===== src/rtl/addr_strobe_pkg.sv =====
package addr_strobe_pkg;

  // Active-low strobe bundle, one bit per target space/direction.
  typedef struct packed {
    logic mem_rd_n;
    logic mem_wr_n;
    logic io_rd_n;
    logic io_wr_n;
  } strobe_t;

  localparam strobe_t STROBES_IDLE = '{mem_rd_n: 1'b1, mem_wr_n: 1'b1,
                                       io_rd_n: 1'b1, io_wr_n: 1'b1};

  // Split the shared read/write strobes by address space.
  // A simultaneous read and write request is suppressed entirely.
  function automatic strobe_t split_strobes(input logic rd_n,
                                            input logic wr_n,
                                            input logic io_sel);
    strobe_t s;
    logic    rd_req;
    logic    wr_req;
    s      = STROBES_IDLE;
    rd_req = !rd_n && wr_n;
    wr_req = !wr_n && rd_n;
    s.mem_rd_n = !(rd_req && !io_sel);
    s.io_rd_n  = !(rd_req &&  io_sel);
    s.mem_wr_n = !(wr_req && !io_sel);
    s.io_wr_n  = !(wr_req &&  io_sel);
    return s;
  endfunction

  // Number of strobes currently asserted (low).
  function automatic int unsigned active_strobes(input strobe_t s);
    return int'(!s.mem_rd_n) + int'(!s.mem_wr_n) +
           int'(!s.io_rd_n)  + int'(!s.io_wr_n);
  endfunction

endpackage


===== src/rtl/addr_lo_capture.sv =====
module addr_lo_capture #(
  parameter int LO_W = 8
) (
  input  logic            clk,
  input  logic            rst_n,
  input  logic            ale,
  input  logic [LO_W-1:0] ad,
  output logic [LO_W-1:0] lo_o,
  output logic [LO_W-1:0] held_q,
  output logic            load_evt
);

  // A load event happens on every rising edge that sees the enable high.
  assign load_evt = ale;

  always_ff @(posedge clk or negedge rst_n) begin
    if (!rst_n) begin
      held_q <= '0;
    end else if (load_evt) begin
      held_q <= ad;
    end
  end

  // Transparent while the enable is high, held copy otherwise.
  assign lo_o = ale ? ad : held_q;

endmodule


===== src/rtl/strobe_split.sv =====
module strobe_split
  import addr_strobe_pkg::*;
(
  input  logic    rd_n,
  input  logic    wr_n,
  input  logic    io_sel,
  output strobe_t strobes,
  output logic    conflict
);

  assign conflict = !rd_n && !wr_n;
  assign strobes  = split_strobes(rd_n, wr_n, io_sel);

endmodule


===== src/rtl/addr_strobe_demux.sv =====
module addr_strobe_demux
  import addr_strobe_pkg::*;
#(
  parameter int LO_W = 8,
  parameter int HI_W = 8,
  localparam int ADDR_W = LO_W + HI_W
) (
  input  logic              clk,
  input  logic              rst_n,
  input  logic [LO_W-1:0]   ad_i,
  input  logic [HI_W-1:0]   addr_hi_i,
  input  logic              ale_i,
  input  logic              io_m_i,
  input  logic              rd_n_i,
  input  logic              wr_n_i,
  output logic [ADDR_W-1:0] addr_o,
  output logic              mem_rd_n_o,
  output logic              mem_wr_n_o,
  output logic              io_rd_n_o,
  output logic              io_wr_n_o
);

  // Internal events brought out by name for the bound checker.
  logic [LO_W-1:0] lo_byte;
  logic [LO_W-1:0] lo_held;
  logic            lo_load;
  logic            strobe_conflict;
  strobe_t         strobes;

  addr_lo_capture #(.LO_W(LO_W)) u_capture (
    .clk      (clk),
    .rst_n    (rst_n),
    .ale      (ale_i),
    .ad       (ad_i),
    .lo_o     (lo_byte),
    .held_q   (lo_held),
    .load_evt (lo_load)
  );

  strobe_split u_split (
    .rd_n     (rd_n_i),
    .wr_n     (wr_n_i),
    .io_sel   (io_m_i),
    .strobes  (strobes),
    .conflict (strobe_conflict)
  );

  assign addr_o     = {addr_hi_i, lo_byte};
  assign mem_rd_n_o = strobes.mem_rd_n;
  assign mem_wr_n_o = strobes.mem_wr_n;
  assign io_rd_n_o  = strobes.io_rd_n;
  assign io_wr_n_o  = strobes.io_wr_n;

endmodule


===== config.mk =====
export PLATFORM = sky130hd
export DESIGN_NAME = addr_strobe_demux
export DESIGN_NICKNAME = d
export VERILOG_FILES = /design/src/rtl/addr_strobe_pkg.sv /design/src/rtl/addr_lo_capture.sv /design/src/rtl/strobe_split.sv /design/src/rtl/addr_strobe_demux.sv
export SDC_FILE = /design/constraint.sdc
export NUM_CORES = 1
export LEC_CHECK = 0
export ABC_CLOCK_PERIOD_IN_PS = 1450
export CORE_UTILIZATION = 30
export CTS_BUF_LIST = sky130_fd_sc_hd__clkbuf_8 sky130_fd_sc_hd__clkbuf_16
export DETAILED_ROUTE_END_ITERATION = 7
export PLACE_DENSITY = 0.79
export SLEW_MARGIN = 15
export SYNTH_ARGS = -nofsm -noshare
export SYNTH_HDL_FRONTEND = slang
export SYNTH_SLANG_ARGS = --single-unit
export TNS_END_PERCENT = 1

===== constraint.sdc =====
create_clock -name clk -period 1.45 [get_ports clk]
set_input_delay 0.29 -clock clk [delete_from_list [all_inputs] [get_ports clk]]
set_output_delay 0.29 -clock clk [all_outputs]
set_load 0.02 [all_outputs]

==> impl_metrics.xml, run 1 <==
<?xml version="1.0" encoding="UTF-8"?>
<metrics>
  <group name="critical_path">
    <metric name="end_kind" unit="">output pin</metric>
    <metric name="critPathKind" unit="">input port to output pin</metric>
    <metric name="crit_fanout" unit="">8</metric>
    <metric name="worst-endpoint-required" unit="ns">1.16</metric>
    <metric name="start_kind" unit="">input port</metric>
    <metric name="wp_data_arrival" unit="ns">1.15</metric>
  </group>
  <group name="grt">
    <metric name="grt_start_max_net_pins" unit="">9</metric>
    <metric name="grt_first_pass_wirelength" unit="µm">1180</metric>
    <metric name="first_global_vias" unit="">265</metric>
    <metric name="antenna_found_initial" unit="">0</metric>
    <metric name="grt_overflow_total" unit="">0</metric>
    <metric name="grt_util_all_layers" unit="">0.123</metric>
  </group>
  <group name="final_layout">
    <metric name="stdcell_area" unit="µm²">689</metric>
    <metric name="nNetsFinal" unit="">75</metric>
    <metric name="most_common_cell_after_layout_fill_and_taps_aside" unit="">sky130_fd_sc_hd__clkdlybuf4s50_1</metric>
    <metric name="n_fill_cell" unit="">117</metric>
    <metric name="area_delta_synth_final" unit="%">62.5</metric>
    <metric name="final_cell_mix" unit="">sky130_fd_sc_hd__clkdlybuf4s50_1, sky130_fd_sc_hd__mux2_4, sky130_fd_sc_hd__dfrtp_1, sky130_fd_sc_hd__buf_6</metric>
    <metric name="largestRegisters" unit="">u_capture.held_q x8</metric>
    <metric name="largest_reg_flops" unit="">8</metric>
    <metric name="register_containing_the_most_flip_flops_in_the_final_layout" unit="">u_capture.held_q</metric>
    <metric name="post_layout_nonfiller_instances" unit="">66</metric>
    <metric name="layout-drive-gt1-share" unit="">0.529</metric>
    <metric name="final_antenna_diode_count" unit="">0</metric>
  </group>
  <group name="clock_tree">
    <metric name="tritoncts_clock_tree" unit="">done</metric>
    <metric name="cts_num_sinks" unit="">8</metric>
    <metric name="post-cts-setup-buffer-count" unit="">0</metric>
    <metric name="clock_tree.htree_level_count" unit="">1</metric>
    <metric name="buffer_cell_driving_the_clock_tree_root" unit="">sky130_fd_sc_hd__clkbuf_8</metric>
    <metric name="clock_path_buffers" unit="">2</metric>
    <metric name="holdBufCountCts" unit="">0</metric>
    <metric name="clkLatencyLatePin" unit="ns">0.22</metric>
    <metric name="path_clk_slew" unit="ns">0.04</metric>
    <metric name="cts_inserted_buffers" unit="">3</metric>
    <metric name="cts_resized" unit="">50</metric>
  </group>
  <group name="sta">
    <metric name="final_critical_delay_including_setup_and_external_delays" unit="ns">1.44</metric>
    <metric name="finalHoldViolCount" unit="">0</metric>
    <metric name="max_freq" unit="MHz">695</metric>
    <metric name="setup_repair_after_global_routing_missed_its_margin" unit="">yes</metric>
    <metric name="tightestPinTransition" unit="ns">0.339</metric>
    <metric name="fin_skew" unit="ns">0</metric>
    <metric name="layout_worst_path_cycle_share" unit="">0.992</metric>
    <metric name="relSlewSlack" unit="">0.773</metric>
    <metric name="report.final.setup_viol" unit="">0</metric>
    <metric name="tns" unit="ns">0</metric>
    <metric name="timing.final.max_slew_violations" unit="">0</metric>
  </group>
  <group name="drt">
    <metric name="route.detailed.vias_per_inst" unit="">4.50</metric>
    <metric name="detail-route-antenna-nets" unit="">0</metric>
    <metric name="dr.first_iter.drc_count" unit="">1</metric>
    <metric name="routed_wl" unit="µm">857</metric>
    <metric name="route.vias.total" unit="">297</metric>
    <metric name="drc" unit="">0</metric>
    <metric name="post_drt_wl_per_cell" unit="µm">13.0</metric>
    <metric name="dr.pass1.iters" unit="">2</metric>
  </group>
  <group name="yosys">
    <metric name="synth_cell_type_count" unit="">6</metric>
    <metric name="synth_warnings" unit="">0</metric>
    <metric name="post_synth_design_cell_area" unit="µm²">424</metric>
    <metric name="ys_top_cells_by_area" unit="">sky130_fd_sc_hd__dfrtp_1, sky130_fd_sc_hd__mux2_4, sky130_fd_sc_hd__buf_4</metric>
    <metric name="synth.largest_area_cell" unit="">sky130_fd_sc_hd__dfrtp_1</metric>
    <metric name="synthesis.instances" unit="">29</metric>
    <metric name="total_nets_after_synthesis" unit="">51</metric>
    <metric name="synth.yosys.seq_area_share" unit="">0.472</metric>
    <metric name="synth_top_cell_area_share" unit="">0.472</metric>
    <metric name="synthesis.area_per_instance" unit="µm²">14.6</metric>
    <metric name="yosys_register_bits" unit="">8</metric>
  </group>
  <group name="power">
    <metric name="internal_power" unit="mW">0.538</metric>
    <metric name="clock_power_share" unit="">0.359</metric>
    <metric name="powerDensity" unit="mW/mm²">1010</metric>
    <metric name="power.share.sequential" unit="">0.365</metric>
    <metric name="p_total" unit="mW">0.695</metric>
    <metric name="power.net_switching" unit="mW">0.157</metric>
    <metric name="combPwrFrac" unit="">0.277</metric>
    <metric name="power.ir.vdd_worst" unit="mV">0.544</metric>
    <metric name="power.leakage" unit="nW">0.346</metric>
    <metric name="power.share.switching" unit="">0.225</metric>
  </group>
  <group name="hold_path">
    <metric name="worst_hold_path_type" unit="">input port to async pin</metric>
  </group>
  <group name="die">
    <metric name="boundaryPins" unit="">42</metric>
    <metric name="fp.dieH" unit="µm">39.6</metric>
    <metric name="initial_utilization" unit="">0.326</metric>
    <metric name="design.die.area" unit="mm²">0.00157</metric>
    <metric name="placement_rows" unit="">13</metric>
    <metric name="core-area" unit="mm²">0.00130</metric>
    <metric name="fp.dieW" unit="µm">39.6</metric>
  </group>
  <group name="placed_design">
    <metric name="dp_hpwl" unit="µm">654</metric>
    <metric name="finalWeightedCongestion" unit="">0.594</metric>
    <metric name="dpl.cell_count" unit="">63</metric>
    <metric name="placedInstanceArea" unit="µm²">657</metric>
    <metric name="placement.io_buffers" unit="">25</metric>
  </group>
  <group name="run">
    <metric name="maxCapViolCount" unit="">0</metric>
  </group>
  <group name="status">
    <metric name="status" unit="">finished, final reports clean</metric>
  </group>
</metrics>
-- routing by layer --
metal | track usage | vias to the layer above | part of all wire | wire length, µm
met3 | 0.0625 | 2 | 0.17 | 148
li1 | - | 135 | - | -
met1 | 0.143 | 136 | 0.39 | 337
met5 | 0 | - | 0 | 0
met4 | 0.0948 | 0 | 0.0047 | 4
met2 | 0.168 | 24 | 0.43 | 368
-- metrics by stage --
stage	util	setup WS (ns)	hold WS, ns
CTS	0.491	-0.186	0.350
global route	0.530	-0.00944	0.372
floorplan	-	0.404	-0.00559
detailed placement	0.505	-0.629	0.480
global placement	0.505	-0.625	0.477
finish	0.530	0.0112	0.342
-- cells by family (layout without fill, tap and decap cells) --
| kind of cell | after synthesis | count (layout) | synth area share |
|---|---|---|---|
| buf+inv | 9 | 31 | 0.168 |
| flops | 8 | 8 | 0.472 |
| simple gates | 4 | 4 | 0.0767 |
| mux | 8 | 8 | 0.283 |
-- final timing paths --
check                                    startpoint                  end  slack [ns]  cells past startpoint
worst min register to register  u_capture.held_q[3]  u_capture.held_q[3]        0.49                      1
max in group asynchronous                     rst_n  u_capture.held_q[0]        0.86                      1
worst max register to register  u_capture.held_q[1]  u_capture.held_q[1]        0.68                      1
worst max-delay path                          ale_i            addr_o[4]        0.01                      4
worst min-delay path                          rst_n  u_capture.held_q[1]        0.34                      1
min in group clk                u_capture.held_q[3]  u_capture.held_q[3]        0.49                      1
-- cell type report --
type	count	area, µm²	area share
Clock buffer	3	41.3	0.0599
Multi-Input combinational cell	12	155	0.225
Tap cell	15	18.8	0.0272
Sequential cell	8	200	0.290
Timing Repair Buffer	28	274	0.397
-- power by group through the flow --
stage	logic, mW	clock network (mW)	registers, mW
floorplan	0.124	0	0.254
global placement	0.195	0	0.255
detailed placement	0.197	0	0.256
CTS	0.171	0.260	0.254
global route	0.205	0.274	0.255
finish	0.192	0.249	0.253
-- cells in the mapped netlist, drive strengths merged --
| library cell | count |
|---|---|
| nand3b | 2 |
| buf | 9 |
| or3b | 2 |
| dfrtp | 8 |
| mux2 | 8 |
-- critical path: stages --
cell and delay (ns):
sky130_fd_sc_hd__dlygate4sd2_1 0.26, sky130_fd_sc_hd__buf_12 0.15, sky130_fd_sc_hd__mux2_4 0.30, sky130_fd_sc_hd__buf_2 0.16
Note: power is estimated with default switching activity, not from simulation.
==> inputs of run 2 (changes only) <==
Settings changed: SKIP_CTS_REPAIR_TIMING set to 1.
==> run 2 against run 1 <==
Net effect: the run now ends with setup timing left; sequential share of layout area grew 2.2 points; die area did not move; sequential cell count did not move; worst hold slack about the same; design area is 7.1% lower; clock power about the same; wire length fell by 2.0%; highest routed layer unchanged.
==> impl_metrics.xml, run 2 (synthesized netlist as in run 1, its figures left out) <==
<?xml version="1.0" encoding="UTF-8"?>
<metrics>
  <group name="power">
    <metric name="power.ir.vdd_worst" unit="mV">0.486</metric>
    <metric name="powerDensity" unit="mW/mm²">1050</metric>
    <metric name="power.leakage" unit="nW">0.312</metric>
    <metric name="p_total" unit="mW">0.670</metric>
  </group>
  <group name="grt">
    <metric name="first_global_vias" unit="">269</metric>
    <metric name="grt_util_all_layers" unit="">0.123</metric>
    <metric name="grt_overflow_total" unit="">0</metric>
    <metric name="grt_first_pass_wirelength" unit="µm">1180</metric>
    <metric name="grt_start_max_net_pins" unit="">9</metric>
    <metric name="antenna_found_initial" unit="">0</metric>
  </group>
  <group name="clock_tree">
    <metric name="tritoncts_clock_tree" unit="">done</metric>
    <metric name="cts_num_sinks" unit="">8</metric>
    <metric name="buffer_cell_driving_the_clock_tree_root" unit="">sky130_fd_sc_hd__clkbuf_8</metric>
    <metric name="path_clk_slew" unit="ns">0.04</metric>
    <metric name="clock_tree.htree_level_count" unit="">1</metric>
    <metric name="clkLatencyLatePin" unit="ns">0.22</metric>
    <metric name="clock_path_buffers" unit="">2</metric>
    <metric name="cts_inserted_buffers" unit="">3</metric>
  </group>
  <group name="sta">
    <metric name="layout_worst_path_cycle_share" unit="">1.12</metric>
    <metric name="relSlewSlack" unit="">0.773</metric>
    <metric name="fin_skew" unit="ns">0</metric>
    <metric name="tightestPinTransition" unit="ns">0.340</metric>
    <metric name="max_freq" unit="MHz">616</metric>
    <metric name="hold_ws" unit="ns">0.342</metric>
    <metric name="report.final.setup_viol" unit="">3</metric>
    <metric name="final_critical_delay_including_setup_and_external_delays" unit="ns">1.62</metric>
    <metric name="finalHoldViolCount" unit="">0</metric>
    <metric name="post-route-worst-setup-slack" unit="ns">-0.173</metric>
    <metric name="timing.final.max_slew_violations" unit="">0</metric>
    <metric name="setup_repair_after_global_routing_missed_its_margin" unit="">yes</metric>
  </group>
  <group name="critical_path">
    <metric name="end_kind" unit="">output pin</metric>
    <metric name="crit_fanout" unit="">4</metric>
    <metric name="worst-endpoint-required" unit="ns">1.16</metric>
    <metric name="wp_data_arrival" unit="ns">1.33</metric>
    <metric name="start_kind" unit="">input port</metric>
    <metric name="critPathKind" unit="">input port to output pin</metric>
  </group>
  <group name="die">
    <metric name="core-area" unit="mm²">0.00130</metric>
    <metric name="fp.dieW" unit="µm">39.6</metric>
    <metric name="design.die.area" unit="mm²">0.00157</metric>
    <metric name="initial_utilization" unit="">0.326</metric>
    <metric name="placement_rows" unit="">13</metric>
    <metric name="boundaryPins" unit="">42</metric>
    <metric name="fp.dieH" unit="µm">39.6</metric>
  </group>
  <group name="run">
    <metric name="maxCapViolCount" unit="">0</metric>
  </group>
  <group name="drt">
    <metric name="dr.first_iter.drc_count" unit="">1</metric>
    <metric name="post_drt_wl_per_cell" unit="µm">12.7</metric>
    <metric name="routed_wl" unit="µm">840</metric>
    <metric name="dr.pass1.iters" unit="">2</metric>
    <metric name="drc" unit="">0</metric>
    <metric name="detail-route-antenna-nets" unit="">0</metric>
    <metric name="route.detailed.vias_per_inst" unit="">4.53</metric>
    <metric name="route.vias.total" unit="">299</metric>
  </group>
  <group name="placed_design">
    <metric name="placement.io_buffers" unit="">25</metric>
    <metric name="finalWeightedCongestion" unit="">0.594</metric>
    <metric name="dp_hpwl" unit="µm">654</metric>
  </group>
  <group name="final_layout">
    <metric name="register_containing_the_most_flip_flops_in_the_final_layout" unit="">u_capture.held_q</metric>
    <metric name="final_cell_mix" unit="">sky130_fd_sc_hd__clkdlybuf4s50_1, sky130_fd_sc_hd__mux2_4, sky130_fd_sc_hd__dfrtp_1, sky130_fd_sc_hd__clkbuf_2, sky130_fd_sc_hd__buf_2</metric>
    <metric name="layout-drive-gt1-share" unit="">0.510</metric>
    <metric name="largestRegisters" unit="">u_capture.held_q x8</metric>
    <metric name="final_antenna_diode_count" unit="">0</metric>
    <metric name="most_common_cell_after_layout_fill_and_taps_aside" unit="">sky130_fd_sc_hd__clkdlybuf4s50_1</metric>
    <metric name="area_delta_synth_final" unit="%">51.0</metric>
    <metric name="nNetsFinal" unit="">75</metric>
    <metric name="largest_reg_flops" unit="">8</metric>
  </group>
  <group name="hold_path">
    <metric name="worst_hold_path_type" unit="">input port to async pin</metric>
  </group>
  <group name="status">
    <metric name="status" unit="">finished, violations left</metric>
    <metric name="violated_checks" unit="">setup timing</metric>
  </group>
</metrics>
==> run 2: cell types whose count changed in the layout (fill, tap and decap cells not counted), sizes merged <==
cell,before,now
buf,15,8
clkbuf,3,10
clkdlybuf4s50,9,12
dlygate4sd2,1,0
dlymetal6s2s,3,1
==> run 2: worst max-delay path, cell delays in order <==
cell and delay [ns]:
sky130_fd_sc_hd__clkdlybuf4s50_1 0.50, sky130_fd_sc_hd__or3b_1 0.37, sky130_fd_sc_hd__buf_2 0.17
==> run 2: final timing paths <==
check	cells after the start	from	endpoint	slack [ns]
max reg2reg	1	u_capture.held_q[4]	u_capture.held_q[4]	0.69
min reg2reg	1	u_capture.held_q[6]	u_capture.held_q[6]	0.49
max	3	wr_n_i	mem_rd_n_o	-0.17
min in group clk	1	u_capture.held_q[6]	u_capture.held_q[6]	0.49
max in group asynchronous	1	rst_n	u_capture.held_q[0]	0.86
min	1	rst_n	u_capture.held_q[1]	0.34
==> run 2: final cells by class <==
class,count,area [µm²]
Multi-Input combinational cell,12,153
Sequential cell,8,200
Clock buffer,3,41.3
Fill cell,125,661
Timing Repair Buffer,28,228
Tap cell,15,18.8
==> run 2: through the flow <==
step	setup WS (ns)	instance area, µm²	TNS, ns	utilization	cells
global route	-0.207	641	-0.421	0.492	66
CTS	-0.631	698	-6.90	0.537	66
detailed placement	-0.629	657	-6.88	0.505	63
global placement	-0.625	657	-6.72	0.505	63
floorplan	0.404	424	0	-	29
finish	-0.173	641	-0.300	0.492	66
==> run 2: power breakdown <==
part | leakage (nW) | switching (mW) | internal, mW
logic | 0.196 | 0.0750 | 0.0925
clock network | 0.0216 | 0.0708 | 0.178
registers | 0.0935 | 0.00672 | 0.247
==> run 2: per-layer routing <==
metal  up-vias  track usage  share of wire
li1        135            -              -
met1       138        0.143           0.39
met2        24        0.168           0.43
met3         2       0.0625           0.17
met4         0       0.0948         0.0048
met5         -            0              0
==> inputs of run 3 (changes only) <==
--- a/config.mk
+++ b/config.mk
@@ -11,4 +11,5 @@
 export DETAILED_ROUTE_END_ITERATION = 7
 export PLACE_DENSITY = 0.79
+export RECOVER_POWER = 100
 export SKIP_CTS_REPAIR_TIMING = 1
 export SLEW_MARGIN = 15
==> constraint.sdc (replaced) <==
create_clock -name clk -period 1.45 [get_ports clk]
set_input_delay 0.435 -clock clk [delete_from_list [all_inputs] [get_ports clk]]
set_output_delay 0.435 -clock clk [all_outputs]
set_load 0.02 [all_outputs]
==> run 3 against run 2 <==
Net effect: the run still ends with setup timing left; sequential power is essentially flat; non-clock buffer count grew 2; global-route usage shrank 0.54 points; sequential cell count is the same; worst hold slack gained 0.14 ns; wire length grew 5.8%; combinational power grew 22%; clock power grew 4%; sequential share of layout area shrank 3.9 points; count of clock-buffer cells in the layout is the same; largest cell class unchanged; largest power group is now the clock network.
==> impl_metrics.xml, run 3 (synthesized netlist as in run 1, its figures left out) <==
<?xml version="1.0" encoding="UTF-8"?>
<metrics>
  <group name="sta">
    <metric name="final_critical_delay_including_setup_and_external_delays" unit="ns">1.49</metric>
    <metric name="tns" unit="ns">-0.113</metric>
    <metric name="report.final.setup_viol" unit="">4</metric>
    <metric name="max_freq" unit="MHz">673</metric>
    <metric name="fin_skew" unit="ns">0</metric>
    <metric name="hold_ws" unit="ns">0.481</metric>
    <metric name="finalHoldViolCount" unit="">0</metric>
    <metric name="relSlewSlack" unit="">0.759</metric>
    <metric name="post-route-worst-setup-slack" unit="ns">-0.0353</metric>
    <metric name="setup_repair_after_global_routing_missed_its_margin" unit="">yes</metric>
    <metric name="tightestPinTransition" unit="ns">0.360</metric>
    <metric name="layout_worst_path_cycle_share" unit="">1.02</metric>
    <metric name="timing.final.max_slew_violations" unit="">0</metric>
  </group>
  <group name="final_layout">
    <metric name="most_common_cell_after_layout_fill_and_taps_aside" unit="">sky130_fd_sc_hd__buf_6</metric>
    <metric name="layout-drive-gt1-share" unit="">0.547</metric>
    <metric name="area_delta_synth_final" unit="%">72.6</metric>
    <metric name="register_containing_the_most_flip_flops_in_the_final_layout" unit="">u_capture.held_q</metric>
    <metric name="largestRegisters" unit="">u_capture.held_q x8</metric>
    <metric name="final_antenna_diode_count" unit="">0</metric>
    <metric name="nNetsFinal" unit="">77</metric>
    <metric name="layout.core_utilization" unit="">0.563</metric>
    <metric name="largest_reg_flops" unit="">8</metric>
    <metric name="final_cell_mix" unit="">sky130_fd_sc_hd__buf_6, sky130_fd_sc_hd__dlymetal6s2s_1, sky130_fd_sc_hd__dfrtp_1, sky130_fd_sc_hd__mux2_4, sky130_fd_sc_hd__buf_4</metric>
    <metric name="post_layout_nonfiller_instances" unit="">68</metric>
  </group>
  <group name="clock_tree">
    <metric name="clock_tree.htree_level_count" unit="">1</metric>
    <metric name="cts_inserted_buffers" unit="">3</metric>
    <metric name="cts_num_sinks" unit="">8</metric>
    <metric name="clkLatencyLatePin" unit="ns">0.22</metric>
    <metric name="path_clk_slew" unit="ns">0.04</metric>
    <metric name="buffer_cell_driving_the_clock_tree_root" unit="">sky130_fd_sc_hd__clkbuf_8</metric>
    <metric name="tritoncts_clock_tree" unit="">done</metric>
    <metric name="clock_path_buffers" unit="">2</metric>
  </group>
  <group name="status">
    <metric name="status" unit="">finished, violations left</metric>
    <metric name="violated_checks" unit="">setup timing</metric>
  </group>
  <group name="die">
    <metric name="boundaryPins" unit="">42</metric>
    <metric name="core-area" unit="mm²">0.00130</metric>
    <metric name="design.die.area" unit="mm²">0.00157</metric>
    <metric name="fp.dieH" unit="µm">39.6</metric>
    <metric name="fp.dieW" unit="µm">39.6</metric>
    <metric name="placement_rows" unit="">13</metric>
    <metric name="initial_utilization" unit="">0.326</metric>
  </group>
  <group name="critical_path">
    <metric name="crit-reg2reg-launch" unit="">u_capture.held_q[7]</metric>
    <metric name="critPathKind" unit="">input port to output pin</metric>
    <metric name="timing.critical_path.slowest_stage_cell" unit="">sky130_fd_sc_hd__or3b_1</metric>
    <metric name="critical_path.reg2reg.endpoint" unit="">u_capture.held_q[7]</metric>
    <metric name="critical_path.cell_chain" unit="">buf_6 -&gt; or3b_1 -&gt; buf_6</metric>
    <metric name="crit_fanout" unit="">4</metric>
    <metric name="critPathMaxStageDelay" unit="ns">0.38</metric>
    <metric name="r2r_setup_slack" unit="ns">0.55</metric>
    <metric name="start_kind" unit="">input port</metric>
    <metric name="reg2regPathDepth" unit="">2</metric>
    <metric name="cp.buffers_inverters" unit="">2</metric>
    <metric name="end_kind" unit="">output pin</metric>
    <metric name="crit_path_frequent_cell" unit="">sky130_fd_sc_hd__buf_6</metric>
    <metric name="family_with_the_most_delay_on_the_worst_path" unit="">simple AND/OR/NAND/NOR gates</metric>
    <metric name="wp_data_arrival" unit="ns">1.05</metric>
    <metric name="worst-endpoint-required" unit="ns">1.02</metric>
  </group>
  <group name="power">
    <metric name="power.net_switching" unit="mW">0.166</metric>
    <metric name="power.share.sequential" unit="">0.354</metric>
    <metric name="internal_power" unit="mW">0.547</metric>
    <metric name="power.share.switching" unit="">0.233</metric>
    <metric name="power.leakage" unit="nW">0.407</metric>
    <metric name="clock_power_share" unit="">0.361</metric>
    <metric name="power.ir.vdd_worst" unit="mV">0.555</metric>
    <metric name="combPwrFrac" unit="">0.285</metric>
    <metric name="powerDensity" unit="mW/mm²">975</metric>
  </group>
  <group name="hold_path">
    <metric name="min_delay_path_depth" unit="">2</metric>
    <metric name="worstHoldEndpoint" unit="">u_capture.held_q[3]</metric>
    <metric name="worst_hold_startpoint" unit="">ad_i[3]</metric>
    <metric name="worst_hold_path_type" unit="">input port to flip-flop</metric>
  </group>
  <group name="drt">
    <metric name="post_drt_wl_per_cell" unit="µm">13.1</metric>
    <metric name="drc" unit="">0</metric>
    <metric name="route.vias.total" unit="">297</metric>
    <metric name="detail-route-antenna-nets" unit="">0</metric>
    <metric name="route.detailed.vias_per_inst" unit="">4.37</metric>
    <metric name="dr.pass1.iters" unit="">2</metric>
    <metric name="routed_wl" unit="µm">889</metric>
    <metric name="dr.first_iter.drc_count" unit="">1</metric>
  </group>
  <group name="placed_design">
    <metric name="placement.io_buffers" unit="">25</metric>
    <metric name="dpl.cell_count" unit="">63</metric>
    <metric name="dp_worst_setup_slack" unit="ns">-0.919</metric>
    <metric name="finalWeightedCongestion" unit="">0.594</metric>
  </group>
  <group name="run">
    <metric name="maxCapViolCount" unit="">0</metric>
  </group>
  <group name="grt">
    <metric name="grt_util_all_layers" unit="">0.118</metric>
    <metric name="grt_first_pass_wirelength" unit="µm">1150</metric>
    <metric name="first_global_vias" unit="">278</metric>
    <metric name="grt_start_max_net_pins" unit="">9</metric>
    <metric name="antenna_found_initial" unit="">0</metric>
    <metric name="grt_overflow_total" unit="">0</metric>
  </group>
</metrics>
run 3: worst register-to-register path, cell delays in order, from the launching register on:
cell and delay [ns]:
sky130_fd_sc_hd__dfrtp_1 0.34, sky130_fd_sc_hd__mux2_1 0.31, sky130_fd_sc_hd__buf_4 0.14
run 3: routing by layer:
| layer | share of wire | vias up | track usage |
|---|---|---|---|
| li1 | - | 139 | - |
| met1 | 0.41 | 132 | 0.148 |
| met2 | 0.45 | 24 | 0.168 |
| met3 | 0.13 | 2 | 0.0284 |
| met4 | 0.0045 | 0 | 0.0948 |
| met5 | 0 | - | 0 |
run 3: stage by stage:
stage / cell area, µm² / total power [mW]
after floorplan: 424 / 0.377
after global placement: 657 / 0.450
after detailed placement: 657 / 0.451
after CTS: 698 / 0.717
after global routing: 732 / 0.749
final: 732 / 0.714
run 3: cell type report:
class | instances | area [µm²]
Fill cell | 123 | 569
Timing Repair Buffer | 30 | 324
Sequential cell | 8 | 200
Multi-Input combinational cell | 12 | 148
Clock buffer | 3 | 41.3
Tap cell | 15 | 18.8
run 3: worst max-delay path by stage:
stage	startpoint	to	slack [ns]	depth (start not counted)
after global placement	ale_i	addr_o[5]	-0.91	4
after floorplan	ale_i	addr_o[0]	0.11	2
after detailed placement	ale_i	addr_o[1]	-0.92	4
after CTS	ale_i	addr_o[1]	-0.92	4
after global routing	rd_n_i	mem_rd_n_o	-0.05	3
final	wr_n_i	mem_wr_n_o	-0.04	3
run 3: power groups by stage:
stage / clock network (mW) / registers, mW / logic [mW]
after floorplan: 0 / 0.254 / 0.124
after global placement: 0 / 0.255 / 0.195
after detailed placement: 0 / 0.256 / 0.195
after CTS: 0.267 / 0.253 / 0.197
after global routing: 0.278 / 0.255 / 0.216
final: 0.258 / 0.252 / 0.203
